--- config.mk ---
export PLATFORM = sky130hd
export DESIGN_NAME = keyirq_unit
export DESIGN_NICKNAME = d
export VERILOG_FILES = /design/src/rtl/kip_pkg.sv /design/src/rtl/kip_filter.sv /design/src/rtl/kip_edge_flag.sv /design/src/rtl/kip_regs.sv /design/src/rtl/keyirq_unit.sv
export SDC_FILE = /design/constraint.sdc
export NUM_CORES = 1
export LEC_CHECK = 0
export ABC_AREA = 0
export BUFFER_PORTS_ARGS = -buffer_cell sky130_fd_sc_hd__clkbuf_2
export CORE_ASPECT_RATIO = 1.1
export CORE_MARGIN = 2
export CORE_UTILIZATION = 40
export CTS_CLUSTER_SIZE = 12
export DETAILED_ROUTE_END_ITERATION = 10
export PLACE_DENSITY_LB_ADDON = 0.25
export REMOVE_ABC_BUFFERS = 1
export SLEW_MARGIN = 5
export SYNTH_ARGS = -nofsm -noshare
export SYNTH_HDL_FRONTEND = slang
export SYNTH_SLANG_ARGS = --single-unit
--- constraint.sdc ---
create_clock -name clk -period 1.7 [get_ports clk]
set_input_delay 0.255 -clock clk [delete_from_list [all_inputs] [get_ports clk]]
set_output_delay 0.255 -clock clk [all_outputs]
set_load 0.02 [all_outputs]
--- src/rtl/kip_pkg.sv ---
package kip_pkg;

    localparam int KIP_AW       = 2;
    localparam int KIP_DW       = 4;
    localparam int KIP_FLAG_BIT = 2;

    typedef enum logic [KIP_AW-1:0] {
        REG_LEVEL  = 2'd0,
        REG_MASK   = 2'd1,
        REG_FACTOR = 2'd2,
        REG_SPARE  = 2'd3
    } kip_reg_e;

    typedef logic [KIP_DW-1:0] kip_word_t;

    typedef struct packed {
        logic      rd;
        logic      wr;
        kip_reg_e  sel;
        kip_word_t wdata;
    } kip_bus_t;

    function automatic kip_word_t factor_word(input logic flag);
        kip_word_t w;
        w = '0;
        w[KIP_FLAG_BIT] = flag;
        return w;
    endfunction

    function automatic logic bus_hit(input kip_bus_t b, input kip_reg_e r, input logic want_wr);
        return (want_wr ? b.wr : b.rd) && (b.sel == r);
    endfunction

endpackage

--- src/rtl/kip_filter.sv ---
module kip_filter
    import kip_pkg::*;
#(
    parameter int NUM_KEYS      = 4,
    parameter bit FILTER_EN     = 1'b1,
    parameter int FILTER_CYCLES = 16
) (
    input  logic                clk,
    input  logic                rst,
    input  logic [NUM_KEYS-1:0] raw_i,
    output logic [NUM_KEYS-1:0] filt_o
);

    localparam int CNT_W = $clog2(FILTER_CYCLES + 1);
    localparam logic [CNT_W-1:0] LAST = CNT_W'(FILTER_CYCLES - 1);

    generate
        if (FILTER_EN) begin : g_filter
            for (genvar i = 0; i < NUM_KEYS; i++) begin : g_bit
                logic [CNT_W-1:0] cnt_q;
                logic             stab_q;

                always_ff @(posedge clk) begin
                    if (rst) begin
                        cnt_q  <= '0;
                        stab_q <= 1'b0;
                    end else if (raw_i[i] == stab_q) begin
                        cnt_q  <= '0;
                    end else if (cnt_q == LAST) begin
                        stab_q <= raw_i[i];
                        cnt_q  <= '0;
                    end else begin
                        cnt_q  <= cnt_q + 1'b1;
                    end
                end

                assign filt_o[i] = stab_q;

                // the stable level only ever takes a value the pin held one cycle earlier
                p_filter_adopts_raw_r8: assert property (@(posedge clk) disable iff (rst)
                    (!$stable(stab_q) && !$past(rst)) |-> (stab_q == $past(raw_i[i])));
            end
        end else begin : g_bypass
            assign filt_o = raw_i;
        end
    endgenerate

endmodule

--- src/rtl/kip_edge_flag.sv ---
module kip_edge_flag
    import kip_pkg::*;
#(
    parameter int NUM_KEYS = 4
) (
    input  logic                clk,
    input  logic                rst,
    input  logic [NUM_KEYS-1:0] level_i,
    input  logic [NUM_KEYS-1:0] enable_i,
    input  logic                clr_i,
    output logic                flag_o
);

    logic [NUM_KEYS-1:0] gated;
    logic [NUM_KEYS-1:0] prev_q;
    logic                set_evt;
    logic                flag_q;

    assign gated   = level_i & enable_i;
    assign set_evt = |(gated & ~prev_q);

    always_ff @(posedge clk) begin
        if (rst) begin
            prev_q <= '0;
            flag_q <= 1'b0;
        end else begin
            prev_q <= gated;
            if (set_evt) begin
                flag_q <= 1'b1;
            end else if (clr_i) begin
                flag_q <= 1'b0;
            end
        end
    end

    assign flag_o = flag_q;

    // the flag rises only after a detected enabled rise
    p_rise_needs_event_r4: assert property (@(posedge clk) disable iff (rst)
        ($rose(flag_q) && !$past(rst)) |-> $past(set_evt));

    // a clearing read with no competing event drops the flag
    p_read_clears_r5: assert property (@(posedge clk) disable iff (rst)
        (clr_i && !set_evt) |=> !flag_q);

    // an event wins over a simultaneous clearing read
    p_event_wins_r6: assert property (@(posedge clk) disable iff (rst)
        set_evt |=> flag_q);

endmodule

--- src/rtl/kip_regs.sv ---
module kip_regs
    import kip_pkg::*;
#(
    parameter int NUM_KEYS = 4
) (
    input  logic                clk,
    input  logic                rst,
    input  kip_bus_t            bus_i,
    input  logic [NUM_KEYS-1:0] raw_i,
    input  logic                flag_i,
    output logic [NUM_KEYS-1:0] enable_o,
    output kip_word_t           rdata_o,
    output logic                clr_o
);

    logic [NUM_KEYS-1:0] en_q;
    logic                mask_wr;
    kip_word_t           raw_w;
    kip_word_t           en_w;

    assign mask_wr = bus_hit(bus_i, REG_MASK, 1'b1);
    assign clr_o   = bus_hit(bus_i, REG_FACTOR, 1'b0);

    always_ff @(posedge clk) begin
        if (rst) begin
            en_q <= '0;
        end else if (mask_wr) begin
            en_q <= bus_i.wdata[NUM_KEYS-1:0];
        end
    end

    assign enable_o = en_q;

    always_comb begin
        raw_w = '0;
        raw_w[NUM_KEYS-1:0] = raw_i;
        en_w = '0;
        en_w[NUM_KEYS-1:0] = en_q;
    end

    always_comb begin
        unique case (bus_i.sel)
            REG_LEVEL:  rdata_o = raw_w;
            REG_MASK:   rdata_o = en_w;
            REG_FACTOR: rdata_o = factor_word(flag_i);
            default:    rdata_o = '0;
        endcase
    end

    // the enable register changes only through a write to its address
    p_mask_write_only_r2: assert property (@(posedge clk) disable iff (rst)
        (!$stable(en_q) && !$past(rst)) |-> $past(mask_wr));

endmodule

--- src/rtl/keyirq_unit.sv ---
module keyirq_unit
    import kip_pkg::*;
#(
    parameter int NUM_KEYS      = 4,
    parameter bit FILTER_EN     = 1'b1,
    parameter int FILTER_CYCLES = 16
) (
    input  logic                clk,
    input  logic                rst,
    input  logic [NUM_KEYS-1:0] key_in,
    input  logic [KIP_AW-1:0]   bus_addr,
    input  logic                bus_wr,
    input  logic                bus_rd,
    input  logic [KIP_DW-1:0]   bus_wdata,
    output logic [KIP_DW-1:0]   bus_rdata,
    output logic                irq
);

    kip_bus_t            bus;
    logic [NUM_KEYS-1:0] filt;
    logic [NUM_KEYS-1:0] enable;
    logic                clr;
    logic                flag;

    assign bus = '{rd: bus_rd, wr: bus_wr, sel: kip_reg_e'(bus_addr), wdata: bus_wdata};

    kip_filter #(
        .NUM_KEYS      (NUM_KEYS),
        .FILTER_EN     (FILTER_EN),
        .FILTER_CYCLES (FILTER_CYCLES)
    ) u_filter (
        .clk    (clk),
        .rst    (rst),
        .raw_i  (key_in),
        .filt_o (filt)
    );

    kip_regs #(
        .NUM_KEYS (NUM_KEYS)
    ) u_regs (
        .clk      (clk),
        .rst      (rst),
        .bus_i    (bus),
        .raw_i    (key_in),
        .flag_i   (flag),
        .enable_o (enable),
        .rdata_o  (bus_rdata),
        .clr_o    (clr)
    );

    kip_edge_flag #(
        .NUM_KEYS (NUM_KEYS)
    ) u_edge (
        .clk      (clk),
        .rst      (rst),
        .level_i  (filt),
        .enable_i (enable),
        .clr_i    (clr),
        .flag_o   (flag)
    );

    assign irq = flag;

endmodule

Word-level counts from Yosys, hierarchy flattened
Cells that the tools add are included.

word-level totals
  register bits = 33
  logic and storage cells = 48

cells by class
  $add $sub $neg = 4
  equality and inequality tests = 10
  mux-type cells = 3
  bitwise operators = 7
  reductions and logical operators = 13

operator list
  cell                                                  count
  adder 5 x 1 -> 5 bit (second input constant)          4
  equality test 5 x 4 -> 1 bit (second input constant)  4
  one-hot mux 4 bit (3 select lines)                    1
  OR reduction 3 bit                                    4
  bitwise AND 4 bit                                     2
  AND reduction 2 bit                                   4
  equality test 1 bit                                   4
  inverter 1 bit                                        4
  inverter 4 bit                                        1
  OR reduction 4 bit                                    1
  equality test 2 x 1 -> 1 bit (second input constant)  1
  equality test 2 bit (second input constant)           1
  logical AND 1 bit                                     2
  logical NOT 2 bit                                     1
  2-to-1 mux 1 bit                                      2
  nonzero test 2 bit                                    1

Depth between registers and ports, before layout
Gate-level depths: netlist of the first run.

  depth in word-level cells = 4
  depth in mapped cells = 5
  depth with buffers taken out = 5

By module
Synthesis of the first run repeated with hierarchy kept, for this count alone.

unflattened totals
  cell total of the unflattened synthesis = 144
  area, all modules = 1400.1 um^2

modules (own cells, without submodules)
  module         times used  cells each  area each (um^2)
  kip_filter     1           96          965.9
  kip_regs       1           29          269.0
  kip_edge_flag  1           19          165.2

Least setup slack after synthesis of the first run
No wires, ideal clock.

  path type = flip-flop to flip-flop
  start = reg u_filter.g_filter.g_bit[1].cnt_q[0]
  end = reg u_filter.g_filter.g_bit[1].cnt_q[2]
  setup time = 0.064 ns
  arrival = 1.390 ns
  required time = 1.636 ns
  setup slack = 0.246 ns
  cell stages (with the launch flop) = 6
  path buffers = 0
  cell sequence = dfxtp_1 -> ha_1 -> and3_1 -> ha_1 -> or3_4 -> nor2_1

between the ends
  longest elaborated chain between the ends = 2
  elaborated cells on any way between the ends = 3
  classes of those cells = 1 x add/sub; 1 x eq/ne; 1 x reduce/logical

ends and longest elaborated chain
  what                                                          RTL line          text
  start: declaration                                            kip_filter.sv:20  logic [CNT_W-1:0] cnt_q;
  start signal: assignment                                      kip_filter.sv:33  cnt_q <= cnt_q + 1'b1;
  branches (longest 2 deep; another with adder 5 x 1 -> 5 bit)  -

Parallel ways; which one is timed is not known.
A chain may end at the register's enable or synchronous reset.

Final worst setup path of the first run
  start = reg u_filter.g_filter.g_bit[2].cnt_q[0]
  end = reg u_filter.g_filter.g_bit[2].cnt_q[0]

between the ends
  longest elaborated chain between the ends = 2
  elaborated cells on any way between the ends = 3
  classes of those cells = 1 x add/sub; 1 x eq/ne; 1 x reduce/logical

ends and longest elaborated chain
  what                                                          RTL line
  start: declaration                                            kip_filter.sv:20
  start signal: assignment                                      kip_filter.sv:33
  branches (longest 2 deep; another with adder 5 x 1 -> 5 bit)  -

Parallel ways; which one is timed is not known.

==> flow_summary.ini, run 1 <==
[cts]
post_cts_resized = 0
cts_setup_buffers = 0
cts_tree = done
h-tree-depth = 2
cts_made_buffers = 5
cts.reportedPaths.clkPinSlew_ns = 0.10
worstSkewPairLatency_ns = 0.32
root_buffer = clkbuf_4
clock_path_buffers = 2
cts-hold-fix-buffers = 0
cts_sinks = 33

[worst_hold_path]
min_to = u_regs.enable_o[0]
holdPathStages = 3
min_from = bus_wdata[0]
hp-class = primary input to flip-flop

[sta]
slew_viol_final = 0
final.setup.tns_ns = 0
worstMarginPinSlew_ns = 0.3478
fin_skew_ns = 0.004596
hold_slack_ns = 0.1617
fmax_mhz = 640.6
hold_viol_final = 0
max_slew_margin = 0.7681
rsz0062_at_grt = false
layout_min_cycle_time_ns = 1.561
setup_viol_count_final = 0
fin_crit_sh = 0.9182

[route]
first_iter_violations = 6
num_vias = 929
drc = 1
viasPerCell = 4.839
drt-total-wl_um = 2159
wl_per_cell_um = 11.24
ant_nets = 0
drtPass1Iterations = 6

[critical_path]
cp_slowest_cell = or3_4
crit_buf_inv = 0
timing.rr.end = u_filter.g_filter.g_bit[2].cnt_q[0]
worstPathArrival_ns = 1.83
ff2ff_path_depth = 5
path_delay_family = simple AND/OR/NAND/NOR gates
cp-start-kind = flip-flop
rrSetupSlack_ns = 0.14
cp_max_fo = 5
r2r-start = u_filter.g_filter.g_bit[2].cnt_q[0]
crit_path_end_kind = flip-flop
slowest_delay_ns = 0.42
cp.required_ns = 1.96
crit_chain = ha_1, and3_1, ha_1, or3_4, nor2_1
critical_path_class = flip-flop to flip-flop
crit_top_cell = ha_1

[finish]
syn_to_final_growth_pct = 14.69
nNetsFinal = 179
drive_above_1_share = 0.1962
antenna_cells = 0
final_core_util = 0.4883
layout_common_cells = nor2_1, dfxtp_1, clkbuf_2
fin_cells = 192
final_common_cell = nor2_1

[run]
drv_cap = 0

[floorplanning]
initial_core_util = 0.4257
fp.dieW_um = 58.77
io_pins = 19
core_area_sq_mm = 0.003100
die_h_um = 64.25
fp-row-count = 21
dieArea_sq_mm = 0.003776

[synth]
post_synth_instance_area_sq_mm = 0.001320
seq_area_frac_synth = 0.5005
synth.distinct_cells = 18
yosys_warnings = 0
avgSynthCellArea_sq_um = 9.851
netlist_instances = 134
synth_seq_cells = 33

[pwr]
pwr-share-clk = 0.360
max-vdd-ir-drop_mv = 0.5735
powerDensity_mw_per_mm2 = 909.8
p_seq_frac = 0.576
power_switching_w = 0.0003122
comb_power_share = 0.064
internal_power_w = 0.001065
switching_share = 0.2267
p_leak_nw = 0.6621

[grt]
track_usage = 0.1346
grt_overflow = 0
antenna_found_initial = 0
grt_start_max_net_pins = 18
grt_pass1_vias = 952
grt_first_pass_wirelength_um = 3864

[placement]
dp_hpwl_um = 1643
io_buffers = 18
dp_cells = 184
place_congestion = 0.6793

[status]
violations = DRC
status = finished, violations left
-- stage by stage --
| step | area (sq um) | total power, W | setup slack, ns |
|---|---|---|---|
| floorplan | 1311 | 0.0008592 | 0.2461 |
| global placement | 1444 | 0.0008970 | 0.1996 |
| detailed placement | 1444 | 0.0009013 | 0.1667 |
| CTS | 1514 | 0.001398 | 0.1345 |
| global route | 1514 | 0.001444 | 0.05785 |
| finish | 1514 | 0.001377 | 0.1391 |
-- Yosys cell counts, drive strengths merged --
master / instances / area, sq um
a31oi: 1 / 6.260
and3: 4 / 25.02
buf: 1 / 5.000
clkbuf: 1 / 3.750
dfxtp: 33 / 660.6
ha: 8 / 100.1
inv: 8 / 30.03
mux2i: 12 / 120.1
nand2: 5 / 18.77
nand3: 4 / 20.02
nand3b: 3 / 26.27
nor2: 35 / 131.4
o21ai: 1 / 5.000
o22a: 2 / 17.52
or3: 4 / 45.04
xnor2: 8 / 70.07
xor2: 4 / 35.03
-- cell families (layout without fill, tap and decap cells) --
logic type / count (synthesis) / after routing / share of synthesized area
DFF: 33 / 33 / 0.5005
adders and majority gates: 8 / 8 / 0.07583
xor gates and xnor gates: 12 / 12 / 0.07962
AOI/OAI and AO/OA: 4 / 4 / 0.02180
muxes: 12 / 12 / 0.09100
and+or+nand+nor: 55 / 55 / 0.2019
buffers and inverters: 10 / 34 / 0.02938
-- per-layer routing --
layer  vias up  GRT usage  part of all wire
met5         -          0                 0
met4         0    0.05114                 0
met3         0    0.06275             0.052
met2        16     0.2125              0.51
met1       428     0.1564              0.44
li1        485          -                 -
-- final cells by class --
| class | instances | area, sq um |
|---|---|---|
| clock buffer | 7 | 65.06 |
| clock inverter | 1 | 5.005 |
| fill | 301 | 1587 |
| inverter | 8 | 30.03 |
| multi-input combinational | 91 | 620.6 |
| sequential | 33 | 660.6 |
| tap | 34 | 42.54 |
| timing repair buffer | 18 | 90.09 |
-- registers in the layout, indices dropped and copies added, names as in the netlist --
signal,cells
u_edge.flag_o,1
u_filter.g_filter.g_bit.cnt_q,20
u_filter.g_filter.g_bit.stab_q,4
u_edge.prev_q,4
u_regs.enable_o,4
-- worst reg2reg max path, stage by stage (launching register included) --
cell     delay (ns)
dfxtp_1        0.35
ha_1           0.23
and3_1         0.19
ha_1           0.20
or3_4          0.42
nor2_1         0.11
-- power by group through the flow --
stage / registers, W / logic [W] / clock network [W]
2_1_floorplan: 0.000810 / 0.0000495 / 0
3_3_place_gp: 0.000811 / 0.0000864 / 0
3_5_place_dp: 0.000812 / 0.0000897 / 0
4_1_cts: 0.000794 / 0.0000905 / 0.000514
5_1_grt: 0.000796 / 0.0000997 / 0.000549
6_report: 0.000794 / 0.0000883 / 0.000495
-- how the worst max path moves through the flow --
| stage | start | to | slack (ns) | depth (start not counted) |
|---|---|---|---|---|
| final | u_filter.g_filter.g_bit[2].cnt_q[0] | u_filter.g_filter.g_bit[2].cnt_q[0] | 0.14 | 5 |
| after global routing | u_filter.g_filter.g_bit[1].cnt_q[0] | u_filter.g_filter.g_bit[1].cnt_q[3] | 0.06 | 5 |
| after CTS | u_filter.g_filter.g_bit[2].cnt_q[0] | u_filter.g_filter.g_bit[2].cnt_q[0] | 0.13 | 5 |
| after detailed placement | u_filter.g_filter.g_bit[1].cnt_q[0] | u_filter.g_filter.g_bit[1].cnt_q[3] | 0.17 | 5 |
| after global placement | u_filter.g_filter.g_bit[1].cnt_q[0] | u_filter.g_filter.g_bit[1].cnt_q[2] | 0.20 | 5 |
| after floorplan | u_filter.g_filter.g_bit[1].cnt_q[0] | u_filter.g_filter.g_bit[1].cnt_q[2] | 0.25 | 5 |
Power figures use the tool's default switching activity.
==> run 2: changes to the inputs <==
--- a/config.mk
+++ b/config.mk
@@ -13,7 +13,6 @@
 export CTS_CLUSTER_SIZE = 12
 export DETAILED_ROUTE_END_ITERATION = 10
 export PLACE_DENSITY_LB_ADDON = 0.25
-export REMOVE_ABC_BUFFERS = 1
 export SLEW_MARGIN = 5
 export SYNTH_ARGS = -nofsm -noshare
 export SYNTH_HDL_FRONTEND = slang
==> run 2 against run 1 <==
  * The flow now finishes without violations
  * Worst hold slack lost 0.013 ns
  * Power shrank 6.8%
  * Wire length shrank 1.9%
  * Clock power shrank 19%
==> flow_summary.ini, run 2 (synthesis gave the netlist of run 1 again) <==
[floorplanning]
die_h_um = 64.25
initial_core_util = 0.4257
dieArea_sq_mm = 0.003776
io_pins = 19
core_area_sq_mm = 0.003100
fp.dieW_um = 58.77
fp-row-count = 21

[critical_path]
ff2ff_path_depth = 5
cp.required_ns = 1.97
endpoint = u_filter.g_filter.g_bit[1].cnt_q[3]
critical_path_class = flip-flop to flip-flop
worstPathArrival_ns = 1.82
timing.rr.end = u_filter.g_filter.g_bit[1].cnt_q[3]
r2r-start = u_filter.g_filter.g_bit[1].cnt_q[0]
cp-start-kind = flip-flop
rrSetupSlack_ns = 0.15
crit_path_end_kind = flip-flop
cp_max_fo = 5
worstSetupStartpoint = u_filter.g_filter.g_bit[1].cnt_q[0]

[route]
wl_met1_um = 930
drt-total-wl_um = 2119
wl_per_cell_um = 11.04
viasPerCell = 4.719
drc = 0
met2_length_um = 1036
first_iter_violations = 10
ant_nets = 0
met3WireLength_um = 94
drtPass1Iterations = 4
routed.top_layer = met4
num_vias = 906

[finish]
largest_reg_flops = 20
regMostFlops = u_filter.g_filter.g_bit.cnt_q
fin_area_sq_mm = 0.001495
nNetsFinal = 179
drive_above_1_share = 0.1899
fill_cells = 313
antenna_cells = 0
final_common_cell = nor2_1
syn_to_final_growth_pct = 13.27
layout_common_cells = nor2_1, dfxtp_1, clkbuf_2

[sta]
hold_viol_final = 0
fin_skew_ns = 0.01028
worstMarginPinSlew_ns = 0.3590
setup_viol_count_final = 0
rsz0062_at_grt = false
max_slew_margin = 0.7607
layout_min_cycle_time_ns = 1.551
fmax_mhz = 644.6
slew_viol_final = 0
fin_crit_sh = 0.9125
final.setup.tns_ns = 0

[worst_hold_path]
holdPathStages = 3
hp-class = primary input to flip-flop

[pwr]
max-vdd-ir-drop_mv = 0.5266
powerDensity_mw_per_mm2 = 858.6
p_leak_nw = 0.6528

[grt]
track_usage = 0.1353
antenna_found_initial = 0
grt_overflow = 0
grt_first_pass_wirelength_um = 3760
grt_pass1_vias = 923
grt_start_max_net_pins = 18

[cts]
cts.reportedPaths.clkPinSlew_ns = 0.10
cts_sinks = 33
cts-hold-fix-buffers = 0
h-tree-depth = 2
post_cts_resized = 0
worstSkewPairLatency_ns = 0.33
root_buffer = clkbuf_4
clock_path_buffers = 2
cts_made_buffers = 5
cts_setup_buffers = 0
cts_tree = done

[placement]
dp_hpwl_um = 1555
io_buffers = 18
place_congestion = 0.7290
dpl_cell_area_sq_mm = 0.001444

[run]
drv_cap = 0

[synth]
syn_nets = 156

[status]
status = complete, no violations
run 2: changes by cell type in the layout (fill, tap and decap cells not counted):
cell	previous run	this run
clkbuf_1	0	1
clkbuf_8	2	0
clkinv_2	1	2
run 2: worst min path at each step:
| stage | from | to | slack [ns] |
|---|---|---|---|
| global route | bus_wdata[2] | u_regs.enable_o[2] | 0.15 |
| detailed placement | u_filter.g_filter.g_bit[2].cnt_q[0] | u_filter.g_filter.g_bit[2].cnt_q[0] | 0.44 |
| finish | bus_wdata[2] | u_regs.enable_o[2] | 0.15 |
| global placement | u_filter.g_filter.g_bit[0].cnt_q[0] | u_filter.g_filter.g_bit[0].cnt_q[0] | 0.43 |
| CTS | bus_wdata[2] | u_regs.enable_o[2] | 0.14 |
| floorplan | rst | u_edge.flag_o | 0.32 |
run 2: cell type report:
class / count / area, sq um / share of cell area
multi-input combinational: 91 / 620.6 / 0.4151
clock buffer: 6 / 41.29 / 0.02762
inverter: 8 / 30.03 / 0.02008
timing repair buffer: 18 / 90.09 / 0.06025
tap: 34 / 42.54 / 0.02845
clock inverter: 2 / 10.01 / 0.006695
sequential: 33 / 660.6 / 0.4418
run 2: where the power goes:
part / switching, W / leakage [nW] / internal, W / total (W)
clock network: 0.000246 / 0.0320 / 0.000157 / 0.000403
registers: 0.00000828 / 0.267 / 0.000785 / 0.000793
logic: 0.0000470 / 0.354 / 0.0000405 / 0.0000875
total: 0.000301 / 0.653 / 0.000983 / 0.00128
run 2: critical path, cell delays in order, from the launching register on:
cell	delay (ns)
dfxtp_1	0.34
ha_1	0.22
and3_1	0.19
ha_1	0.22
or3_4	0.42
nor2_1	0.11
run 2: layer usage:
layer / vias to the layer above / GRT usage
met1: 400 / 0.1434
met3: 5 / 0.05466
met4: 0 / 0.06818
met2: 18 / 0.2264
met5: - / 0
li1: 483 / -
run 2: through the flow:
| step | hold slack (ns) | instances | power, W | util | setup slack [ns] |
|---|---|---|---|---|---|
| after floorplan | 0.3244 | 134 | 0.0008651 | - | 0.2461 |
| after global placement | 0.4252 | 184 | 0.0008967 | 0.4657 | 0.2005 |
| after detailed placement | 0.4356 | 184 | 0.0009003 | 0.4657 | 0.1576 |
| after CTS | 0.1390 | 192 | 0.001311 | 0.4822 | 0.1235 |
| after global routing | 0.1483 | 192 | 0.001357 | 0.4822 | 0.06402 |
| final | 0.1491 | 192 | 0.001284 | 0.4822 | 0.1487 |
